==> config.mk <==
export PLATFORM = sky130hd
export DESIGN_NAME = dpy_csr
export DESIGN_NICKNAME = d
export VERILOG_FILES = /design/src/rtl/dpy_csr_pkg.sv /design/src/rtl/dpy_addr_dec.sv /design/src/rtl/dpy_rd_edge.sv /design/src/rtl/dpy_flag_reg.sv /design/src/rtl/dpy_pi_dec.sv /design/src/rtl/dpy_csr.sv
export SDC_FILE = /design/constraint.sdc
export NUM_CORES = 1
export LEC_CHECK = 0
export CAP_MARGIN = 20
export CELL_PAD_IN_SITES_DETAIL_PLACEMENT = 0
export CELL_PAD_IN_SITES_GLOBAL_PLACEMENT = 1
export CORE_MARGIN = 4
export CORE_UTILIZATION = 14
export DETAILED_ROUTE_END_ITERATION = 10
export PLACE_DENSITY_LB_ADDON = 0.2
export SLEW_MARGIN = 15
export SYNTH_ARGS = -nofsm -noshare
export SYNTH_HDL_FRONTEND = slang
export SYNTH_SLANG_ARGS = --single-unit
==> constraint.sdc <==
create_clock -name clk -period 1.3 [get_ports clk]
set_input_delay 0.195 -clock clk [delete_from_list [all_inputs] [get_ports clk]]
set_output_delay 0.195 -clock clk [all_outputs]
set_load 0.01 [all_outputs]
==> src/rtl/dpy_csr_pkg.sv <==
package dpy_csr_pkg;
  localparam int FLAG_W    = 14;
  localparam int SET_W     = 12;
  localparam int CH_W      = 3;
  localparam int CH_LINES  = (1 << CH_W) - 1;
  localparam int F_BUSY    = 13;
  localparam int F_PEN     = 12;
  localparam int F_RDY     = 11;
  localparam int F_YONLY   = 10;
  localparam int F_XONLY   = 9;
  localparam int F_INT_LO  = 6;
  localparam int F_PCH_LO  = 3;
  localparam int F_RCH_LO  = 0;

  // Map two's complement intensity code to an unsigned brightness rank.
  function automatic logic [CH_W-1:0] bright_rank(input logic [CH_W-1:0] code);
    return {~code[CH_W-1], code[CH_W-2:0]};
  endfunction

  // Index of a host bit (bit 0 = MSB) inside a vector of width w.
  function automatic int host_idx(input int w, input int host_bit);
    return w - 1 - host_bit;
  endfunction
endpackage

==> src/rtl/dpy_addr_dec.sv <==
module dpy_addr_dec #(
  parameter int CMD_W = 36,
  parameter int DEV_FIRST = 3,
  parameter int DEV_W = 7,
  parameter logic [DEV_W-1:0] DEV_NUM = 7'o134
) (
  input  logic [CMD_W-1:0] cmd_word,
  output logic             sel
);
  localparam int IDX_HI = CMD_W - 1 - DEV_FIRST;
  localparam int IDX_LO = IDX_HI - DEV_W + 1;

  logic unused_cmd;
  assign unused_cmd = ^cmd_word;
  assign sel = (cmd_word[IDX_HI:IDX_LO] == DEV_NUM);
endmodule

==> src/rtl/dpy_rd_edge.sv <==
module dpy_rd_edge (
  input  logic clk,
  input  logic rst_n,
  input  logic rd_lvl,
  output logic rd_active,
  output logic rd_fall
);
  logic rd_q;
  assign rd_active = rd_lvl;
  assign rd_fall   = rd_q & ~rd_lvl;

  always_ff @(posedge clk or negedge rst_n) begin
    if (!rst_n) rd_q <= 1'b0;
    else        rd_q <= rd_lvl;
  end
endmodule

==> src/rtl/dpy_flag_reg.sv <==
module dpy_flag_reg
  import dpy_csr_pkg::*;
(
  input  logic             clk,
  input  logic             rst_n,
  input  logic             clr_all,
  input  logic             clr_pen,
  input  logic             clr_rdy,
  input  logic             clr_busy,
  input  logic             set_busy,
  input  logic             set_pen,
  input  logic             set_rdy,
  input  logic             host_set,
  input  logic [SET_W-1:0] host_bits,
  output logic [FLAG_W-1:0] q
);
  logic [FLAG_W-1:0] clr_mask;
  logic [FLAG_W-1:0] set_mask;

  always_comb begin
    clr_mask = {FLAG_W{clr_all}};
    clr_mask[F_PEN]  = clr_mask[F_PEN]  | clr_pen;
    clr_mask[F_RDY]  = clr_mask[F_RDY]  | clr_rdy;
    clr_mask[F_BUSY] = clr_mask[F_BUSY] | clr_busy;
  end

  genvar i;
  generate
    for (i = 0; i < FLAG_W; i++) begin : g_set
      if (i < SET_W) begin : g_host
        logic side;
        if (i == F_RDY) begin : g_r
          assign side = set_rdy;
        end else begin : g_n
          assign side = 1'b0;
        end
        assign set_mask[i] = (host_set & host_bits[i]) | side;
      end else if (i == F_BUSY) begin : g_busy
        assign set_mask[i] = set_busy;
      end else begin : g_pen
        assign set_mask[i] = set_pen;
      end
    end
  endgenerate

  always_ff @(posedge clk or negedge rst_n) begin
    if (!rst_n) q <= '0;
    else        q <= (q & ~clr_mask) | set_mask;
  end
endmodule

==> src/rtl/dpy_pi_dec.sv <==
module dpy_pi_dec #(
  parameter int CH_W = 3,
  localparam int LINES = (1 << CH_W) - 1
) (
  input  logic [CH_W-1:0] code,
  input  logic            en,
  output logic [LINES-1:0] req
);
  genvar c;
  generate
    for (c = 1; c <= LINES; c++) begin : g_line
      assign req[c-1] = en & (code == CH_W'(c));
    end
  endgenerate
endmodule

==> src/rtl/dpy_csr.sv <==
module dpy_csr
  import dpy_csr_pkg::*;
#(
  parameter int CMD_W = 36,
  parameter int DEV_FIRST = 3,
  parameter int DEV_W = 7,
  parameter logic [DEV_W-1:0] DEV_NUM = 7'o134,
  parameter int STAT_FIRST = 22,
  parameter int SET_FIRST = 24
) (
  input  logic                 clk,
  input  logic                 rst_n,
  input  logic [CMD_W-1:0]     cmd_word,
  input  logic [CMD_W-1:0]     io_data_in,
  input  logic                 cond_clr,
  input  logic                 cond_set,
  input  logic                 stat_rd,
  input  logic                 data_clr,
  input  logic                 bus_rst,
  input  logic                 pt_load,
  input  logic                 pt_done,
  input  logic                 pen_hit,
  output logic [CMD_W-1:0]     io_data_out,
  output logic [FLAG_W-1:0]    csr_q,
  output logic [CH_W-1:0]      int_level,
  output logic [CH_LINES-1:0]  pi_lp_req,
  output logic [CH_LINES-1:0]  pi_rdy_req
);
  localparam int STAT_OFS = CMD_W - STAT_FIRST - FLAG_W;
  localparam int SET_OFS  = CMD_W - SET_FIRST - SET_W;

  // Named internal events, visible to the bound checker.
  logic sel;
  logic rd_active;
  logic rd_fall;
  logic clr_all;
  logic host_set;
  logic unused_data;

  assign unused_data = ^io_data_in;

  dpy_addr_dec #(.CMD_W(CMD_W), .DEV_FIRST(DEV_FIRST), .DEV_W(DEV_W), .DEV_NUM(DEV_NUM))
    u_dec (.cmd_word(cmd_word), .sel(sel));

  dpy_rd_edge u_rd (.clk(clk), .rst_n(rst_n), .rd_lvl(stat_rd & sel),
                    .rd_active(rd_active), .rd_fall(rd_fall));

  assign clr_all  = bus_rst | (cond_clr & sel);
  assign host_set = cond_set & sel;

  dpy_flag_reg u_flags (
    .clk(clk), .rst_n(rst_n),
    .clr_all(clr_all), .clr_pen(rd_fall), .clr_rdy(data_clr & sel), .clr_busy(pt_done),
    .set_busy(pt_load), .set_pen(pen_hit), .set_rdy(pt_load),
    .host_set(host_set), .host_bits(io_data_in[SET_OFS +: SET_W]),
    .q(csr_q));

  always_comb begin
    io_data_out = '0;
    if (rd_active) io_data_out[STAT_OFS +: FLAG_W] = csr_q;
  end

  assign int_level = bright_rank(csr_q[F_INT_LO +: CH_W]);

  dpy_pi_dec #(.CH_W(CH_W)) u_pi_pen (.code(csr_q[F_PCH_LO +: CH_W]), .en(csr_q[F_PEN]), .req(pi_lp_req));
  dpy_pi_dec #(.CH_W(CH_W)) u_pi_rdy (.code(csr_q[F_RCH_LO +: CH_W]), .en(csr_q[F_RDY]), .req(pi_rdy_req));
endmodule

==> flow_metrics.tcl <==
set metrics [dict create \
    yosysMostFrequentCell "buf_4" \
    htreeDepth 1 \
    synth_top_area_frac 0.3686 \
    drive_above_1_share 0.5093 \
    yosys_most_used_dff "dfrtp_1" \
    vdd_drop_max_uv 269.9 \
    synth_area_leader_cell "dfrtp_1" \
    setup_viol 9 \
    hold_violations 0 \
    via_per_inst 3.465 \
    path_buf_inv 5 \
    grt_max_degree 16 \
    critPathMaxStageDelay_ps 190 \
    area_delta_synth_final_pct 103.8 \
    numCtsBuffers 3 \
    netlist_area_um2 1018 \
    setup_tns_ps -417.9 \
    ys_types 22 \
    synth_edf_count 0 \
    clockBufferDepth 2 \
    place_ws_ps -761.3 \
    hpwl_um 3158 \
    synthArstFlopShare 1.000 \
    cp_data_required_time_ps 1110 \
    antennaDiodeCount 0 \
    num_io_pins 149 \
    ant_nets 0 \
    crit_path_cell_trace "buf_6 -> nand4b_1 -> nor2_1 -> buf_4 -> buf_6 -> buf_6 -> and2_4 -> buf_6" \
    synth_area_leaders "dfrtp_1, buf_4, a22o_1, and2_1, nor2_1" \
    coreArea_um2 6944 \
    crit_arrival_ps 1210 \
    reg2reg_slack_ps 180 \
    drc 0 \
    startpoint_type "input pin" \
    fp-row-count 30 \
    cts_tree "yes" \
    fin_crit_sh 1.084 \
    rsz0062_at_grt "true" \
    routed-via-count 1074 \
    port-buffer-count 73 \
    gp_congestion 0.7005 \
    start_util 0.1467 \
    cp_common_cell "buf_6" \
    overflow 0 \
    die_w_um 93.29 \
    seq_area_frac_synth 0.3686 \
    grt_pass1_vias 1108 \
    p_per_area_nw_per_um2 527.8 \
    root_buffer "clkbuf_8" \
    max_clock_freq_mhz 709.5 \
    maxCapViolCount 0 \
    fin_skew_ps 0.2960 \
    drv_slew 0 \
    final_nets 297 \
    seqPwrFrac 0.439 \
    critPathTopFamily "buffers and inverters" \
    register_area_um2 377.9 \
    switching_share 0.2552 \
    firstDrtPassIters 3 \
    crit_path_top_delay_cell "nand4b_1" \
    die_area_um2 8703 \
    pwr-share-comb 0.208 \
    yosys_warnings 0 \
    multi_input_area_um2 619.3 \
    clock_sinks 15 \
    placed_cells 295 \
    setup_ws_ps -109.5 \
    p_switching_w 0.0002796 \
    fin_util 0.2989 \
    insertion_delay_ps 250 \
    grt_antenna_before_repair 0 \
    syn_inst 109 \
    grt_pass1_wl_um 5733 \
    min-delay-path-class "in -> async" \
    clkPwrFrac 0.353 \
    end_kind "output pin" \
    grt.total_usage 0.08523 \
    die_y_um 93.29 \
    fillers 750 \
    worstPathMaxFanout 3 \
    drtIter0Drc 7 \
    p_leak_nw 1.071 \
    p_int_w 0.0008160 \
    syn_area_per_cell_um2 9.344 \
    layoutNonFillerInstCount 310 \
    failed_checks "negative setup slack" \
    ys_ff_latch 15 \
    path_class "in -> out" \
    status "finished, violations left" \
    fin_crit_ps 1410 \
    clkTransAtPathRegs_ps 70 \
    totalWireLength_um 3791 \
    ys_top_cells_by_count "buf_4, dfrtp_1, nor2_1" \
    routedWlPerCell_um 12.23 \
]
layout make-up:
class / count / area share
Inverter: 3 / 0.005425
Sequential cell: 15 / 0.1820
Clock buffer: 4 / 0.02170
Multi-Input combinational cell: 83 / 0.2984
Timing Repair Buffer: 109 / 0.4346
Tap cell: 96 / 0.05787
state kept, by name, indices dropped and copies added, names as in the netlist:
name and flops:
u_rd.rd_q 1, u_flags.q 14
power by group through the flow:
stage               Combinational [W]  Sequential, W  Clock (W)
finish                       0.000227       0.000481   0.000387
global placement             0.000216       0.000491          0
detailed placement           0.000218       0.000491          0
CTS                          0.000224       0.000480   0.000411
floorplan                    0.000120       0.000491          0
global route                 0.000247       0.000482   0.000426
cells in the final DEF (no fill, tap or decap), types with 7 or more instances in the layout:
cell / instances
buf_2: 26
buf_4: 25
conb_1: 22
buf_6: 22
clkdlybuf4s50_1: 20
dfrtp_1: 13
a22o_1: 11
dlygate4sd2_1: 11
nor2_1: 7
and2_4: 7
metrics by stage:
stage               cell area (um2)  hold WS [ps]  total power [W]
floorplan                      1097        -100.6        0.0006116
global placement               1917         520.1        0.0007066
detailed placement             1917         520.3        0.0007086
CTS                            1982         276.2         0.001116
global route                   2076         284.7         0.001155
finish                         2076         267.5         0.001096
final timing paths:
| check | cells after the start | from | endpoint |
|---|---|---|---|
| max | 8 | cmd_word[27] | io_data_out[7] |
| min in group clk | 5 | cmd_word[31] | u_rd.rd_q$_DFF_PN0_ |
| min | 2 | rst_n | u_flags.q[1]$_DFF_PN0_ |
| max reg2reg | 4 | u_flags.q[11]$_DFF_PN0_ | u_flags.q[11]$_DFF_PN0_ |
| max in group asynchronous | 2 | rst_n | u_flags.q[3]$_DFF_PN0_ |
| min reg2reg | 1 | u_flags.q[13]$_DFF_PN0_ | u_flags.q[13]$_DFF_PN0_ |
logic make-up (layout without fill, tap and decap cells):
group / after synthesis / after routing / share of synthesized area
other: 1 / 22 / 0.003682
DFF: 15 / 15 / 0.3686
AOI/OAI and AO/OA: 17 / 17 / 0.1622
and+or+nand+nor: 44 / 44 / 0.2396
buffers and inverters: 32 / 116 / 0.2260
per-layer routing:
metal,global-route usage,vias up,share of wire
met5,0,-,0
met4,0.03663,0,0.0095
met3,0.01529,2,0.073
met2,0.1584,47,0.55
met1,0.09363,489,0.37
li1,-,536,-
what timing repair did:
action / CTS / global route
resized for setup: 193 / 34
setup buffers: 12 / 2
setup endpoints to repair: 59 / 31
hold buffers: 0 / 0
pin swaps: 10 / 7
Power figures use the tool's default switching activity.
